==> src/rtl/sio_pkg.sv <==
package sio_pkg;

  typedef enum logic [1:0] {
    PH_CMD = 2'd0,
    PH_WR  = 2'd1,
    PH_RD  = 2'd2
  } phase_e;

  localparam int CMD_BITS      = 8;
  localparam int CMD_BAD_BIT   = 7;
  localparam int CMD_READ_BIT  = 6;

  localparam int ADDR_STATUS   = 0;
  localparam int ADDR_CTRL0    = 1;
  localparam int NUM_CTRL      = 2;
  localparam int ADDR_DATA     = 4;

endpackage

==> src/rtl/sio_sync.sv <==
module sio_sync #(
  parameter int W = 1,
  parameter int STAGES = 2,
  parameter logic [W-1:0] RST_VAL = '0
) (
  input  logic         clk,
  input  logic         rst_n,
  input  logic [W-1:0] d,
  output logic [W-1:0] q
);

  for (genvar s = 0; s < STAGES; s++) begin : g_stage
    logic [W-1:0] r;
    if (s == 0) begin : g_first
      always_ff @(posedge clk or negedge rst_n) begin
        if (!rst_n) r <= RST_VAL;
        else        r <= d;
      end
    end else begin : g_next
      always_ff @(posedge clk or negedge rst_n) begin
        if (!rst_n) r <= RST_VAL;
        else        r <= g_stage[s-1].r;
      end
    end
  end

  assign q = g_stage[STAGES-1].r;

endmodule

==> src/rtl/sio_serial_fsm.sv <==
module sio_serial_fsm
  import sio_pkg::*;
#(
  parameter int DATA_W = 24,
  parameter int CTRL_W = 8,
  parameter int ADDR_W = 4
) (
  input  logic              clk,
  input  logic              rst_n,
  input  logic              cs_n_s,
  input  logic              sclk_s,
  input  logic              sdi_s,
  output logic [ADDR_W-1:0] peek_addr,
  input  logic [DATA_W-1:0] peek_val,
  output logic              wr_en,
  output logic [ADDR_W-1:0] wr_addr,
  output logic [DATA_W-1:0] wr_data,
  output logic              rd_active,
  output logic              rd_is_data,
  output logic              rd_done,
  output logic              fall_p,
  output logic              sdo
);

  localparam int CNT_W = $clog2(DATA_W + 1);
  localparam int PAD   = DATA_W - CTRL_W;

  phase_e              phase;
  logic [CNT_W-1:0]    cnt;
  logic [DATA_W-1:0]   shin;
  logic [DATA_W-1:0]   shout;
  logic [ADDR_W-1:0]   addr_q;
  logic                armed;
  logic                sclk_q;
  logic                rise_p;
  logic [CMD_BITS-1:0] cmd_byte;
  logic [CNT_W-1:0]    last_idx;

  function automatic logic [CNT_W-1:0] bits_for(input logic [ADDR_W-1:0] a);
    return (a == ADDR_W'(ADDR_DATA)) ? CNT_W'(DATA_W) : CNT_W'(CTRL_W);
  endfunction

  assign rise_p    = sclk_s & ~sclk_q & ~cs_n_s;
  assign fall_p    = ~sclk_s & sclk_q & ~cs_n_s;
  assign cmd_byte  = {shin[CMD_BITS-2:0], sdi_s};
  assign peek_addr = cmd_byte[ADDR_W-1:0];
  assign last_idx  = bits_for(addr_q) - CNT_W'(1);

  assign rd_active  = (phase == PH_RD);
  assign rd_is_data = rd_active && (addr_q == ADDR_W'(ADDR_DATA));
  assign sdo        = (rd_active && !cs_n_s) ? shout[DATA_W-1] : 1'b0;

  always_ff @(posedge clk or negedge rst_n) begin
    if (!rst_n) begin
      phase   <= PH_CMD;
      cnt     <= '0;
      shin    <= '0;
      shout   <= '0;
      addr_q  <= '0;
      armed   <= 1'b0;
      sclk_q  <= 1'b1;
      wr_en   <= 1'b0;
      wr_addr <= '0;
      wr_data <= '0;
      rd_done <= 1'b0;
    end else begin
      sclk_q  <= sclk_s;
      wr_en   <= 1'b0;
      rd_done <= 1'b0;
      if (cs_n_s) begin
        if (cnt != '0) begin
          phase <= PH_CMD;
          cnt   <= '0;
        end
        armed <= 1'b0;
      end else if (rise_p) begin
        shin <= {shin[DATA_W-2:0], sdi_s};
        unique case (phase)
          PH_CMD: begin
            if (cnt == CNT_W'(CMD_BITS - 1)) begin
              cnt <= '0;
              if (!cmd_byte[CMD_BAD_BIT]) begin
                addr_q <= peek_addr;
                if (cmd_byte[CMD_READ_BIT]) begin
                  phase <= PH_RD;
                  armed <= 1'b0;
                  shout <= (peek_addr == ADDR_W'(ADDR_DATA)) ? peek_val
                                                             : (peek_val << PAD);
                end else begin
                  phase <= PH_WR;
                end
              end
            end else begin
              cnt <= cnt + CNT_W'(1);
            end
          end
          PH_WR: begin
            if (cnt == last_idx) begin
              cnt     <= '0;
              phase   <= PH_CMD;
              wr_en   <= 1'b1;
              wr_addr <= addr_q;
              wr_data <= {shin[DATA_W-2:0], sdi_s};
            end else begin
              cnt <= cnt + CNT_W'(1);
            end
          end
          PH_RD: begin
            armed <= 1'b1;
            if (cnt == last_idx) begin
              cnt     <= '0;
              phase   <= PH_CMD;
              rd_done <= (addr_q == ADDR_W'(ADDR_DATA));
            end else begin
              cnt <= cnt + CNT_W'(1);
            end
          end
          default: phase <= PH_CMD;
        endcase
      end else if (fall_p && rd_active && armed) begin
        shout <= {shout[DATA_W-2:0], 1'b0};
        armed <= 1'b0;
      end
    end
  end

endmodule

==> src/rtl/sio_reg_file.sv <==
module sio_reg_file
  import sio_pkg::*;
#(
  parameter int DATA_W = 24,
  parameter int CTRL_W = 8,
  parameter int ADDR_W = 4,
  parameter int NCHAN  = 2,
  parameter int CH_W   = 1
) (
  input  logic              clk,
  input  logic              rst_n,
  input  logic              wr_en,
  input  logic [ADDR_W-1:0] wr_addr,
  input  logic [DATA_W-1:0] wr_data,
  input  logic [ADDR_W-1:0] rd_addr,
  output logic [DATA_W-1:0] rd_val,
  input  logic              rd_is_data,
  input  logic              rd_done,
  input  logic              res_valid,
  output logic              res_ready,
  input  logic [CH_W-1:0]   res_chan,
  input  logic [DATA_W-1:0] res_data,
  output logic              drdy_n,
  output logic [NCHAN-1:0]  stat_bits
);

  logic [CTRL_W-1:0] ctrl_q [NUM_CTRL];
  logic [DATA_W-1:0] data_q;
  logic [DATA_W-1:0] stage_q;
  logic [CH_W-1:0]   stage_ch;
  logic              pend;
  logic              fresh;
  logic              accept;

  assign res_ready = !pend && !rd_is_data;
  assign accept    = res_valid && res_ready;
  assign drdy_n    = !fresh;

  always_ff @(posedge clk or negedge rst_n) begin
    if (!rst_n) begin
      for (int i = 0; i < NUM_CTRL; i++) ctrl_q[i] <= '0;
    end else if (wr_en) begin
      for (int i = 0; i < NUM_CTRL; i++)
        if (wr_addr == ADDR_W'(ADDR_CTRL0 + i)) ctrl_q[i] <= wr_data[CTRL_W-1:0];
    end
  end

  always_ff @(posedge clk or negedge rst_n) begin
    if (!rst_n) begin
      data_q    <= '0;
      stage_q   <= '0;
      stage_ch  <= '0;
      pend      <= 1'b0;
      fresh     <= 1'b0;
      stat_bits <= '0;
    end else begin
      if (rd_done) begin
        fresh     <= 1'b0;
        stat_bits <= '0;
      end
      if (accept) begin
        fresh    <= 1'b0;
        pend     <= 1'b1;
        stage_q  <= res_data;
        stage_ch <= res_chan;
      end
      if (pend) begin
        pend                <= 1'b0;
        data_q              <= stage_q;
        fresh               <= 1'b1;
        stat_bits[stage_ch] <= 1'b1;
      end
    end
  end

  always_comb begin
    rd_val = '0;
    if (rd_addr == ADDR_W'(ADDR_STATUS)) rd_val = DATA_W'(stat_bits);
    if (rd_addr == ADDR_W'(ADDR_DATA))   rd_val = data_q;
    for (int i = 0; i < NUM_CTRL; i++)
      if (rd_addr == ADDR_W'(ADDR_CTRL0 + i)) rd_val = DATA_W'(ctrl_q[i]);
  end

endmodule

==> src/rtl/sio_reg_slave.sv <==
module sio_reg_slave
  import sio_pkg::*;
#(
  parameter int DATA_W  = 24,
  parameter int CTRL_W  = 8,
  parameter int ADDR_W  = 4,
  parameter int NCHAN   = 2,
  parameter int SYNC_N  = 2,
  localparam int CH_W   = (NCHAN > 1) ? $clog2(NCHAN) : 1
) (
  input  logic              clk,
  input  logic              rst_n,
  input  logic              cs_n,
  input  logic              sclk,
  input  logic              sdi,
  output logic              sdo,
  output logic              drdy_n,
  input  logic              res_valid,
  output logic              res_ready,
  input  logic [CH_W-1:0]   res_chan,
  input  logic [DATA_W-1:0] res_data
);

  logic              cs_n_s;
  logic              sclk_s;
  logic              sdi_s;
  logic [ADDR_W-1:0] peek_addr;
  logic [DATA_W-1:0] peek_val;
  logic              wr_en;
  logic [ADDR_W-1:0] wr_addr;
  logic [DATA_W-1:0] wr_data;
  logic              rd_active;
  logic              rd_is_data;
  logic              rd_done;
  logic              fall_p;
  logic [NCHAN-1:0]  stat_bits;

  sio_sync #(
    .W       (3),
    .STAGES  (SYNC_N),
    .RST_VAL (3'b110)
  ) u_sync (
    .clk   (clk),
    .rst_n (rst_n),
    .d     ({cs_n, sclk, sdi}),
    .q     ({cs_n_s, sclk_s, sdi_s})
  );

  sio_serial_fsm #(
    .DATA_W (DATA_W),
    .CTRL_W (CTRL_W),
    .ADDR_W (ADDR_W)
  ) u_fsm (
    .clk        (clk),
    .rst_n      (rst_n),
    .cs_n_s     (cs_n_s),
    .sclk_s     (sclk_s),
    .sdi_s      (sdi_s),
    .peek_addr  (peek_addr),
    .peek_val   (peek_val),
    .wr_en      (wr_en),
    .wr_addr    (wr_addr),
    .wr_data    (wr_data),
    .rd_active  (rd_active),
    .rd_is_data (rd_is_data),
    .rd_done    (rd_done),
    .fall_p     (fall_p),
    .sdo        (sdo)
  );

  sio_reg_file #(
    .DATA_W (DATA_W),
    .CTRL_W (CTRL_W),
    .ADDR_W (ADDR_W),
    .NCHAN  (NCHAN),
    .CH_W   (CH_W)
  ) u_regs (
    .clk        (clk),
    .rst_n      (rst_n),
    .wr_en      (wr_en),
    .wr_addr    (wr_addr),
    .wr_data    (wr_data),
    .rd_addr    (peek_addr),
    .rd_val     (peek_val),
    .rd_is_data (rd_is_data),
    .rd_done    (rd_done),
    .res_valid  (res_valid),
    .res_ready  (res_ready),
    .res_chan   (res_chan),
    .res_data   (res_data),
    .drdy_n     (drdy_n),
    .stat_bits  (stat_bits)
  );

endmodule

==> config.mk <==
export PLATFORM = sky130hd
export DESIGN_NAME = sio_reg_slave
export DESIGN_NICKNAME = d
export VERILOG_FILES = /design/src/rtl/sio_pkg.sv /design/src/rtl/sio_sync.sv /design/src/rtl/sio_serial_fsm.sv /design/src/rtl/sio_reg_file.sv /design/src/rtl/sio_reg_slave.sv
export SDC_FILE = /design/constraint.sdc
export NUM_CORES = 1
export LEC_CHECK = 0
export ABC_AREA = 1
export BUFFER_PORTS_ARGS = -buffer_cell sky130_fd_sc_hd__buf_4
export CAP_MARGIN = 20
export CORE_MARGIN = 4
export CORE_UTILIZATION = 50
export DETAILED_ROUTE_END_ITERATION = 16
export PLACE_DENSITY = 0.66
export SLEW_MARGIN = 15
export SYNTH_ARGS = -nofsm -noshare
export SYNTH_HDL_FRONTEND = slang
export SYNTH_SLANG_ARGS = --single-unit
export TNS_END_PERCENT = 100
==> constraint.sdc <==
create_clock -name clk -period 4.1 [get_ports clk]
set_input_delay 0.205 -clock clk [delete_from_list [all_inputs] [get_ports clk]]
set_output_delay 0.205 -clock clk [all_outputs]
set_load 0.05 [all_outputs]
======== Word-level counts from Yosys, hierarchy flattened ========
Cells that the tools add are included.
word-level totals
  register bits after elaboration ......... 133
  latch bits .............................. 0
  bits in writable memories ............... 0
  bits in read-only memories .............. 0
  input bits .............................. 31
  output and inout port bits .............. 3
  logic and storage cells ................. 136
  memories kept ........................... 0
operators by class
  add/subtract/negate cells ............... 2
  $mul .................................... 0
  divide/modulo/power cells ............... 0
  $lt $le $gt $ge ......................... 2
  eq/ne operators ......................... 22
  shift operators ......................... 0
  multiplexer cells ....................... 51
  bitwise operators ....................... 9
  reductions and logical operators ........ 29
operators with widths
  kind                                                                   count
  24-bit two-way mux                                                     10
  5-bit two-way mux                                                      6
  1-bit two-way mux                                                      21
  2-bit two-way mux                                                      10
  5-bit AND reduction                                                    3
  5-bit case mux with 2 select lines                                     1
  3-bit nonzero test                                                     3
  4-bit by 1-bit equality test with 1-bit output, second input constant  2
  4-bit by 2-bit equality test with 1-bit output, second input constant  2
  4-bit by 3-bit equality test with 1-bit output, second input constant  2
  4-bit by 3-bit != test with 1-bit output, second input constant        2
  4-bit != test, second input constant                                   2
  1-bit logical AND                                                      7
  2-bit != test, second input constant                                   3
  2-bit AND reduction                                                    3
  6-bit AND reduction                                                    1
  5-bit by 1-bit adder with 5-bit output, second input constant          1
  5-bit by 3-bit equality test with 1-bit output, second input constant  1
  5-bit equality test                                                    1
  5-bit nonzero test                                                     1
  5-bit by 1-bit subtractor with 5-bit output, second input constant     1
  1-bit bitwise AND                                                      4
  1-bit zero test                                                        4
  4-bit zero test                                                        1
  other kinds (18)                                                       23

======== Depth between registers and ports, before layout ========
Gate-level depths: netlist of the first run.
  depth in word-level cells ............... 11
  mapped depth ............................ 11
  depth with buffers taken out ............ 10

======== Hierarchy ========
From an unflattened synthesis of the first run, not the netlist that was laid out.
second synthesis, totals
  cells, all modules ...................... 852
  area total of the unflattened synthesis .. 7559.8 um2
by module, submodules not included
  module          instances  cells each  area an instance (um2)
  sio_serial_fsm  1          502         4380.5
  sio_reg_file    1          344         3024.2
  sio_sync        1          6           155.1

======== Least setup slack after synthesis of the first run ========
Ideal clock, no wire load.
  path kind ............................... register to register
  start ................................... reg u_fsm.phase[0]
  end ..................................... reg u_regs.stage_q[10]
  library setup time ...................... 0.065 ns
  arrival ................................. 1.545 ns
  required time ........................... 4.035 ns
  path slack .............................. 2.490 ns
  stages on the path, launching flop included .. 11
  buffers on the path ..................... 1
  clock period less this slack ............ 1.610 ns
  path through ............................ dfrtp_1 > inv_1 > ha_1 > nand4_1 > nand2_1 > inv_2 > nand2_2 > inv_2 > buf_2 > nand2_1 > nand2_1
between the ends
  longest elaborated chain between the ends .. 5
RTL lines
  item                      line                  RTL
  start: declaration        sio_serial_fsm.sv:28  phase_e phase;
  start signal: assignment  sio_serial_fsm.sv:55  phase <= PH_CMD;
  start signal: assignment  sio_serial_fsm.sv:72  phase <= PH_CMD;
  start signal: assignment  sio_serial_fsm.sv:85  phase <= PH_RD;
  2-bit equality test       sio_serial_fsm.sv:49  assign rd_active = (phase == PH_RD);
  1-bit logical AND         sio_serial_fsm.sv:50  assign rd_is_data = rd_active && (addr_q == ADDR_W'(ADDR_DATA));
  1-bit zero test           sio_reg_file.sv:35    assign res_ready = !pend && !rd_is_data;
  1-bit logical AND         sio_reg_file.sv:35
  via res_ready             sio_reg_slave.sv:19   output logic res_ready,
  1-bit logical AND         sio_reg_file.sv:36    assign accept = res_valid && res_ready;
  end signal: assignment    sio_reg_file.sv:64    stage_q <= res_data;
  end: declaration          sio_reg_file.sv:29    logic [DATA_W-1:0] stage_q;
The timed path passes the listed nets, and every way through them passes these cells.
A chain may end at the register's enable or synchronous reset.

======== Worst setup path in the final report of the first run ========
  start ................................... reg u_sync.g_stage[1].r[2] (netlist: u_sync.q[2])
  end ..................................... reg u_fsm.shout[6]
between the ends
  longest elaborated chain between the ends .. 6
  elaborated cells between the ends (all ways) .. 12
RTL lines
  item                                  line                   RTL
  start: declaration                    sio_sync.sv:13         logic [W-1:0] r;
  start signal: assignment              sio_sync.sv:22         else r <= g_stage[s-1].r;
  1-bit NOT (no source line) (*)        -
  1-bit bitwise AND                     sio_serial_fsm.sv:44   assign fall_p = ~sclk_s & sclk_q & ~cs_n_s;
  1-bit logical AND (2 in series)       sio_serial_fsm.sv:120  end else if (fall_p && rd_active && armed) begin
  2-bit nonzero test (no source line)   -
  6-bit AND reduction (no source line)  -
  end signal: assignment                sio_serial_fsm.sv:87   shout <= (peek_addr == ADDR_W'(ADDR_DATA)) ? peek_val
  end signal: assignment                sio_serial_fsm.sv:121  shout <= {shout[DATA_W-2:0], 1'b0};
  end: declaration                      sio_serial_fsm.sv:31   logic [DATA_W-1:0] shout;
Every way passes the cells marked *; elsewhere a longest branch is shown, timed or not.

==> results.py, run 1 <==
metrics = {
    "synthesis": {
        "synth_top_family_by_area": "simple AND/OR/NAND/NOR gates",
        "synthesis.nets": 731,
        "yosys.area_share.simple": 0.268,
        "synth_fa_ha_area_frac": 0.0106,
        "synth-xor-area-share": 0.00149,
        "avgSynthCellArea_um2": 8.46,
        "synth_cell_type_count": 31,
        "syn_inst": 695,
        "synth_area_mm2": 0.00588,
        "synth_mux_area_frac": 0,
        "synth_compound_area_frac": 0.0834,
        "ys_ff_latch": 133,
        "seq_area_frac_synth": 0.567,
        "ys_warn_count": 0,
    },
    "power_and_ir_drop": {
        "switching_power_mw": 1.00,
        "vdd_drop_max_mv": 0.368,
        "swShare": 0.283,
        "power_frac_comb": 0.135,
        "power_frac_seq": 0.439,
        "clkPwrFrac": 0.426,
        "leakagePower_nw": 3.45,
        "power_density_mw_per_mm2": 503,
        "internal_power_mw": 2.55,
    },
    "setup_path": {
        "end_kind": "flip-flop",
        "worst_setup_path_start_kind": "flip-flop",
        "critPathKind": "flip-flop to flip-flop",
        "critPathArrivalTime_ns": 2.79,
        "crit_required_ns": 4.45,
        "cp_max_fo": 41,
    },
    "floorplan": {
        "die-area_mm2": 0.0136,
        "core_mm2": 0.0115,
        "rows": 39,
        "die_h_um": 116,
        "die_x_um": 116,
        "initial_core_util": 0.513,
        "pin_count": 34,
    },
    "grt": {
        "grt_pass1_vias": 4399,
        "grt_usage": 0.207,
        "grt_pass1_wl_um": 21700,
        "antenna_found_initial": 0,
        "grt_max_degree": 57,
        "grt_overflow": 0,
    },
    "clock_network": {
        "cts.path.max_buffers": 2,
        "tritoncts": "yes",
        "cts.sink_count": 133,
        "path_clk_slew_ns": 0.06,
        "numCtsBuffers": 17,
        "clk_latency_ns": 0.42,
        "root_buffer": "clkbuf_16",
        "ctsHtreeMaxLevel": 4,
    },
    "route": {
        "viasPerCell": 5.10,
        "vias": 4634,
        "ant_nets": 0,
        "wl_um": 12800,
        "drc": 0,
        "drt_iter0_drc": 365,
        "dr.pass1.iters": 5,
        "wl_per_cell_um": 14.1,
    },
    "placed_design": {
        "place_area_mm2": 0.00618,
        "dp_hpwl_um": 8480,
        "portBuffers": 33,
        "routabilityCongestion": 0.882,
    },
    "cells_and_area": {
        "final_util": 0.615,
        "fin_nets": 789,
        "area.growth.synth_to_final_pct": 20.0,
        "diodes": 0,
        "drive_gt1_frac": 0.123,
        "final_common_cell": "nand2_1",
        "final_cell_mix": "nand2_1, dfrtp_1, inv_1",
        "fill_cells": 962,
        "design_area_mm2": 0.00706,
    },
    "timing": {
        "final.setup_skew_ns": 0.00861,
        "holdWs_ns": 0.346,
        "final.min_clock_period_ns": 2.44,
        "tns_ns": 0,
        "rsz0062_at_grt": "false",
        "maxSlewHeadroom": 0.528,
        "post-route-period-util": 0.595,
        "worst_slew_pin_slew_ns": 0.707,
        "maxSlewViolCount": 0,
        "fmax_ghz": 0.410,
        "finalSetupViolCount": 0,
        "finalHoldViolCount": 0,
    },
    "min_path": {
        "hp-class": "flip-flop to flip-flop",
    },
    "status": {
        "status": "completed",
    },
    "run": {
        "cap_violations": 0,
    },
}
## area by class of cell
type / count / area, um2 / area share
clock buffer: 19 / 443 / 0.0628
clock inverter: 13 / 144 / 0.0204
inverter: 68 / 255 / 0.0362
multi-input combinational: 468 / 2140 / 0.303
sequential: 133 / 3330 / 0.473
tap: 143 / 179 / 0.0254
timing repair buffer: 65 / 561 / 0.0794
## Yosys cell counts, drive strengths merged
master	number	area, um2
nand4	10	68.8
dfstp	5	131
nor3	8	50.1
clkbuf	9	33.8
and3	1	6.26
a21oi	11	55.1
nand2	263	1000
o22ai	1	6.26
dfrtp	128	3200
buf	17	118
inv	68	255
o21ai	77	385
nor2	44	213
nand3	40	230
nand3b	1	7.51
a22oi	5	37.5
ha	5	62.6
a31oi	1	6.26
xor2	1	8.76
## cell families (layout without fill, tap and decap cells)
logic type / after synthesis / count (layout)
AO/OA/AOI/OAI: 95 / 95
buffers and inverters: 94 / 165
XOR/XNOR: 1 / 1
adder cells (fa/ha/maj): 5 / 5
flip-flops: 133 / 133
AND/OR/NAND/NOR: 367 / 367
## per-layer routing
metal | up-vias | track usage | share of wire
met4 | 0 | 0.0681 | 0.012
met5 | - | 0 | 0
met1 | 2202 | 0.301 | 0.48
met2 | 103 | 0.304 | 0.46
met3 | 13 | 0.0549 | 0.043
li1 | 2316 | - | -
## stage by stage
stage / setup WS [ns] / power, mW / std cells
4_1_cts: 1.65 / 3.57 / 909
3_5_place_dp: 1.70 / 2.03 / 848
5_1_grt: 1.44 / 3.72 / 909
2_1_floorplan: 2.49 / 1.88 / 695
3_3_place_gp: 1.79 / 2.01 / 848
6_report: 1.66 / 3.55 / 909
## critical path: stages (launching register included)
cell and delay [ns]:
dfstp_2 0.59, inv_2 0.09, nand3_4 0.41, inv_2 0.25
nand2_2 0.14, nand3_4 0.34, inv_1 0.37, nand2_1 0.10
nand2_1 0.07
## power groups by stage
stage	clock [mW]	combinational (mW)	sequential [mW]
after floorplan	0	0.330	1.55
after global placement	0	0.436	1.57
after detailed placement	0	0.457	1.57
after CTS	1.54	0.482	1.55
after global routing	1.59	0.551	1.57
final	1.51	0.479	1.56
## path summary, 6_finish.rpt
kind | start | endpoint | slack [ns] | cells past startpoint
max reg2reg | u_sync.q[2] | u_fsm.shout[6] | 1.66 | 8
min reg2reg | u_sync.g_stage[0].r[0] | u_sync.q[0] | 0.35 | 0
max | u_sync.q[2] | u_fsm.shout[6] | 1.66 | 8
min in group asynchronous | rst_n | u_fsm.wr_addr[2] | 0.39 | 2
max in group asynchronous | rst_n | u_fsm.shout[23] | 2.71 | 3
min | u_sync.g_stage[0].r[0] | u_sync.q[0] | 0.35 | 0
## sequential cells by signal, summed over array words and instances, names as in the netlist, 2 cells and up
register,count
u_sync.q,3
u_fsm.wr_addr,4
u_fsm.phase,2
u_fsm.shin,7
u_regs.stat_bits,2
u_fsm.wr_data,8
u_fsm.shout,24
u_regs.stage_q,24
u_regs.ctrl_q,16
u_sync.g_stage.r,3
u_regs.data_q,24
u_fsm.addr_q,4
u_fsm.cnt,5
## timing repair
action                    4_1_cts  5_1_grt
setup buffers                   0        0
hold endpoints to repair       77        0
resized for setup               0        0
hold buffers                   29        0
Note: power is estimated with default switching activity, not from simulation.
==> run 2, diff against run 1 <==
==> constraint.sdc (replaced) <==
create_clock -name clk -period 2.3 [get_ports clk]
set_input_delay 0.115 -clock clk [delete_from_list [all_inputs] [get_ports clk]]
set_output_delay 0.115 -clock clk [all_outputs]
set_load 0.05 [all_outputs]
==> results.py, run 2 (synthesized netlist as in run 1, its figures left out) <==
metrics = {
    "clock_network": {
        "root_buffer": "clkbuf_16",
        "cts_setup_buffers": 0,
        "cts_hold_buf": 29,
        "cts.sink_count": 133,
        "path_clk_slew_ns": 0.06,
        "ctsHtreeMaxLevel": 4,
        "tritoncts": "yes",
        "clk_latency_ns": 0.42,
        "cts.path.max_buffers": 2,
        "cts_resized": 0,
        "numCtsBuffers": 17,
    },
    "power_and_ir_drop": {
        "swShare": 0.278,
        "power_frac_comb": 0.142,
        "power_frac_seq": 0.451,
        "clkPwrFrac": 0.407,
        "vdd_drop_max_mv": 0.508,
        "internal_power_mw": 4.43,
        "switching_power_mw": 1.71,
        "power_density_mw_per_mm2": 868,
        "leakagePower_nw": 3.46,
    },
    "setup_path": {
        "slowest_delay_ns": 0.39,
        "crit_top_cell": "nand2_1",
        "rrSetupSlack_ns": 0.38,
        "end_kind": "flip-flop",
        "critPathTopFamily": "simple AND/OR/NAND/NOR gates",
        "critPathArrivalTime_ns": 2.23,
        "cp_num_cells": 9,
        "reg2reg_to": "u_regs.stage_q[15]",
        "cp-startpoint": "u_fsm.phase[0]",
        "cp_max_fo": 26,
        "reg2reg_depth": 9,
        "endpoint": "u_regs.stage_q[15]",
        "critical_path.cell_chain": "inv_1, ha_1, nand4_1, nand2_1, inv_2, nand2_2, inv_2, nand2_1, nand2_1",
        "critPathKind": "flip-flop to flip-flop",
        "crit_required_ns": 2.61,
        "r2r-start": "u_fsm.phase[0]",
        "worst_setup_path_start_kind": "flip-flop",
        "cp_slowest_cell": "dfrtp_1",
        "timing.critical_path.buf_inv": 3,
    },
    "grt": {
        "grt_usage": 0.213,
        "grt_pass1_wl_um": 22100,
        "grt_pass1_vias": 4603,
        "antenna_found_initial": 0,
        "grt_overflow": 0,
        "grt_max_degree": 63,
    },
    "timing": {
        "worst_slew_pin_slew_ns": 0.604,
        "setup_ws_ns": 0.383,
        "final.min_clock_period_ns": 1.92,
        "post-route-period-util": 0.834,
        "maxSlewViolCount": 0,
        "fmax_ghz": 0.522,
        "finalSetupViolCount": 0,
        "maxSlewHeadroom": 0.596,
        "tns_ns": 0,
        "final.setup_skew_ns": 0.00767,
        "rsz0062_at_grt": "false",
        "finalHoldViolCount": 0,
    },
    "placed_design": {
        "portBuffers": 33,
        "pre_cts_ws_ns": 0.397,
        "dp_hpwl_um": 8540,
        "routabilityCongestion": 0.813,
    },
    "cells_and_area": {
        "fin_nets": 796,
        "drive_gt1_frac": 0.127,
        "final_common_cell": "nand2_1",
        "reg.largest.list": "u_fsm.shout: 24 flops, u_regs.data_q: 24 flops, u_regs.stage_q: 24 flops",
        "final_cell_mix": "nand2_1, dfrtp_1, inv_1",
        "area.growth.synth_to_final_pct": 20.3,
        "diodes": 0,
        "fill_cells": 960,
    },
    "route": {
        "wl_per_cell_um": 14.1,
        "drc": 0,
        "vias": 4641,
        "drt_iter0_drc": 318,
        "wl_um": 12900,
        "viasPerCell": 5.08,
        "dr.pass1.iters": 5,
        "ant_nets": 0,
    },
    "floorplan": {
        "pin_count": 34,
        "die-area_mm2": 0.0136,
        "rows": 39,
        "core_mm2": 0.0115,
        "die_x_um": 116,
        "die_h_um": 116,
        "initial_core_util": 0.513,
    },
    "run": {
        "cap_violations": 0,
    },
    "min_path": {
        "hp-class": "input pin to asynchronous set/reset pin",
    },
    "status": {
        "status": "completed",
    },
}
-- run 2: final cells by class --
type	count	area (um2)	area share
well taps	143	179	0.0253
flip-flops and latches	133	3330	0.471
inverters	68	255	0.0361
multi-input cells	468	2140	0.302
clock buffers	21	460	0.0651
clock inverters	9	81.3	0.0115
repair buffers	72	626	0.0884
-- run 2: worst min path at each step --
stage / start / endpoint / slack (ns)
after floorplan: rst_n / u_fsm.addr_q[0] / -0.18
after global placement: rst_n / u_fsm.wr_addr[0] / 0.02
after detailed placement: rst_n / u_fsm.wr_addr[2] / 0.01
after CTS: rst_n / u_fsm.wr_addr[2] / 0.12
after global routing: rst_n / u_fsm.wr_addr[3] / 0.15
final: rst_n / u_fsm.wr_addr[0] / 0.12
-- run 2: per-stage QoR --
| step | hold WS (ns) | utilization | cell area (um2) | total power [mW] | instances |
|---|---|---|---|---|---|
| 6_report | 0.118 | 0.617 | 7080 | 6.14 | 914 |
| 5_1_grt | 0.147 | 0.617 | 7080 | 6.46 | 914 |
| 4_1_cts | 0.117 | 0.617 | 7080 | 6.18 | 914 |
| 3_5_place_dp | 0.0142 | 0.544 | 6240 | 3.63 | 855 |
| 3_3_place_gp | 0.0150 | 0.544 | 6240 | 3.60 | 855 |
| 2_1_floorplan | -0.181 | - | 5880 | 3.34 | 695 |
-- run 2: power by group through the flow --
stage          Combinational, mW  Clock, mW  Sequential (mW)
2_1_floorplan              0.588          0             2.76
3_3_place_gp               0.810          0             2.79
3_5_place_dp               0.832          0             2.80
4_1_cts                    0.875       2.54             2.76
5_1_grt                     1.01       2.65             2.80
6_report                   0.873       2.50             2.77
-- run 2: routing by layer --
layer / vias to the layer above / track usage / routed length (um)
met5: - / 0 / 0
met4: 0 / 0.0843 / 223
met3: 23 / 0.0518 / 624
met2: 130 / 0.323 / 5930
met1: 2168 / 0.298 / 6130
li1: 2320 / - / -
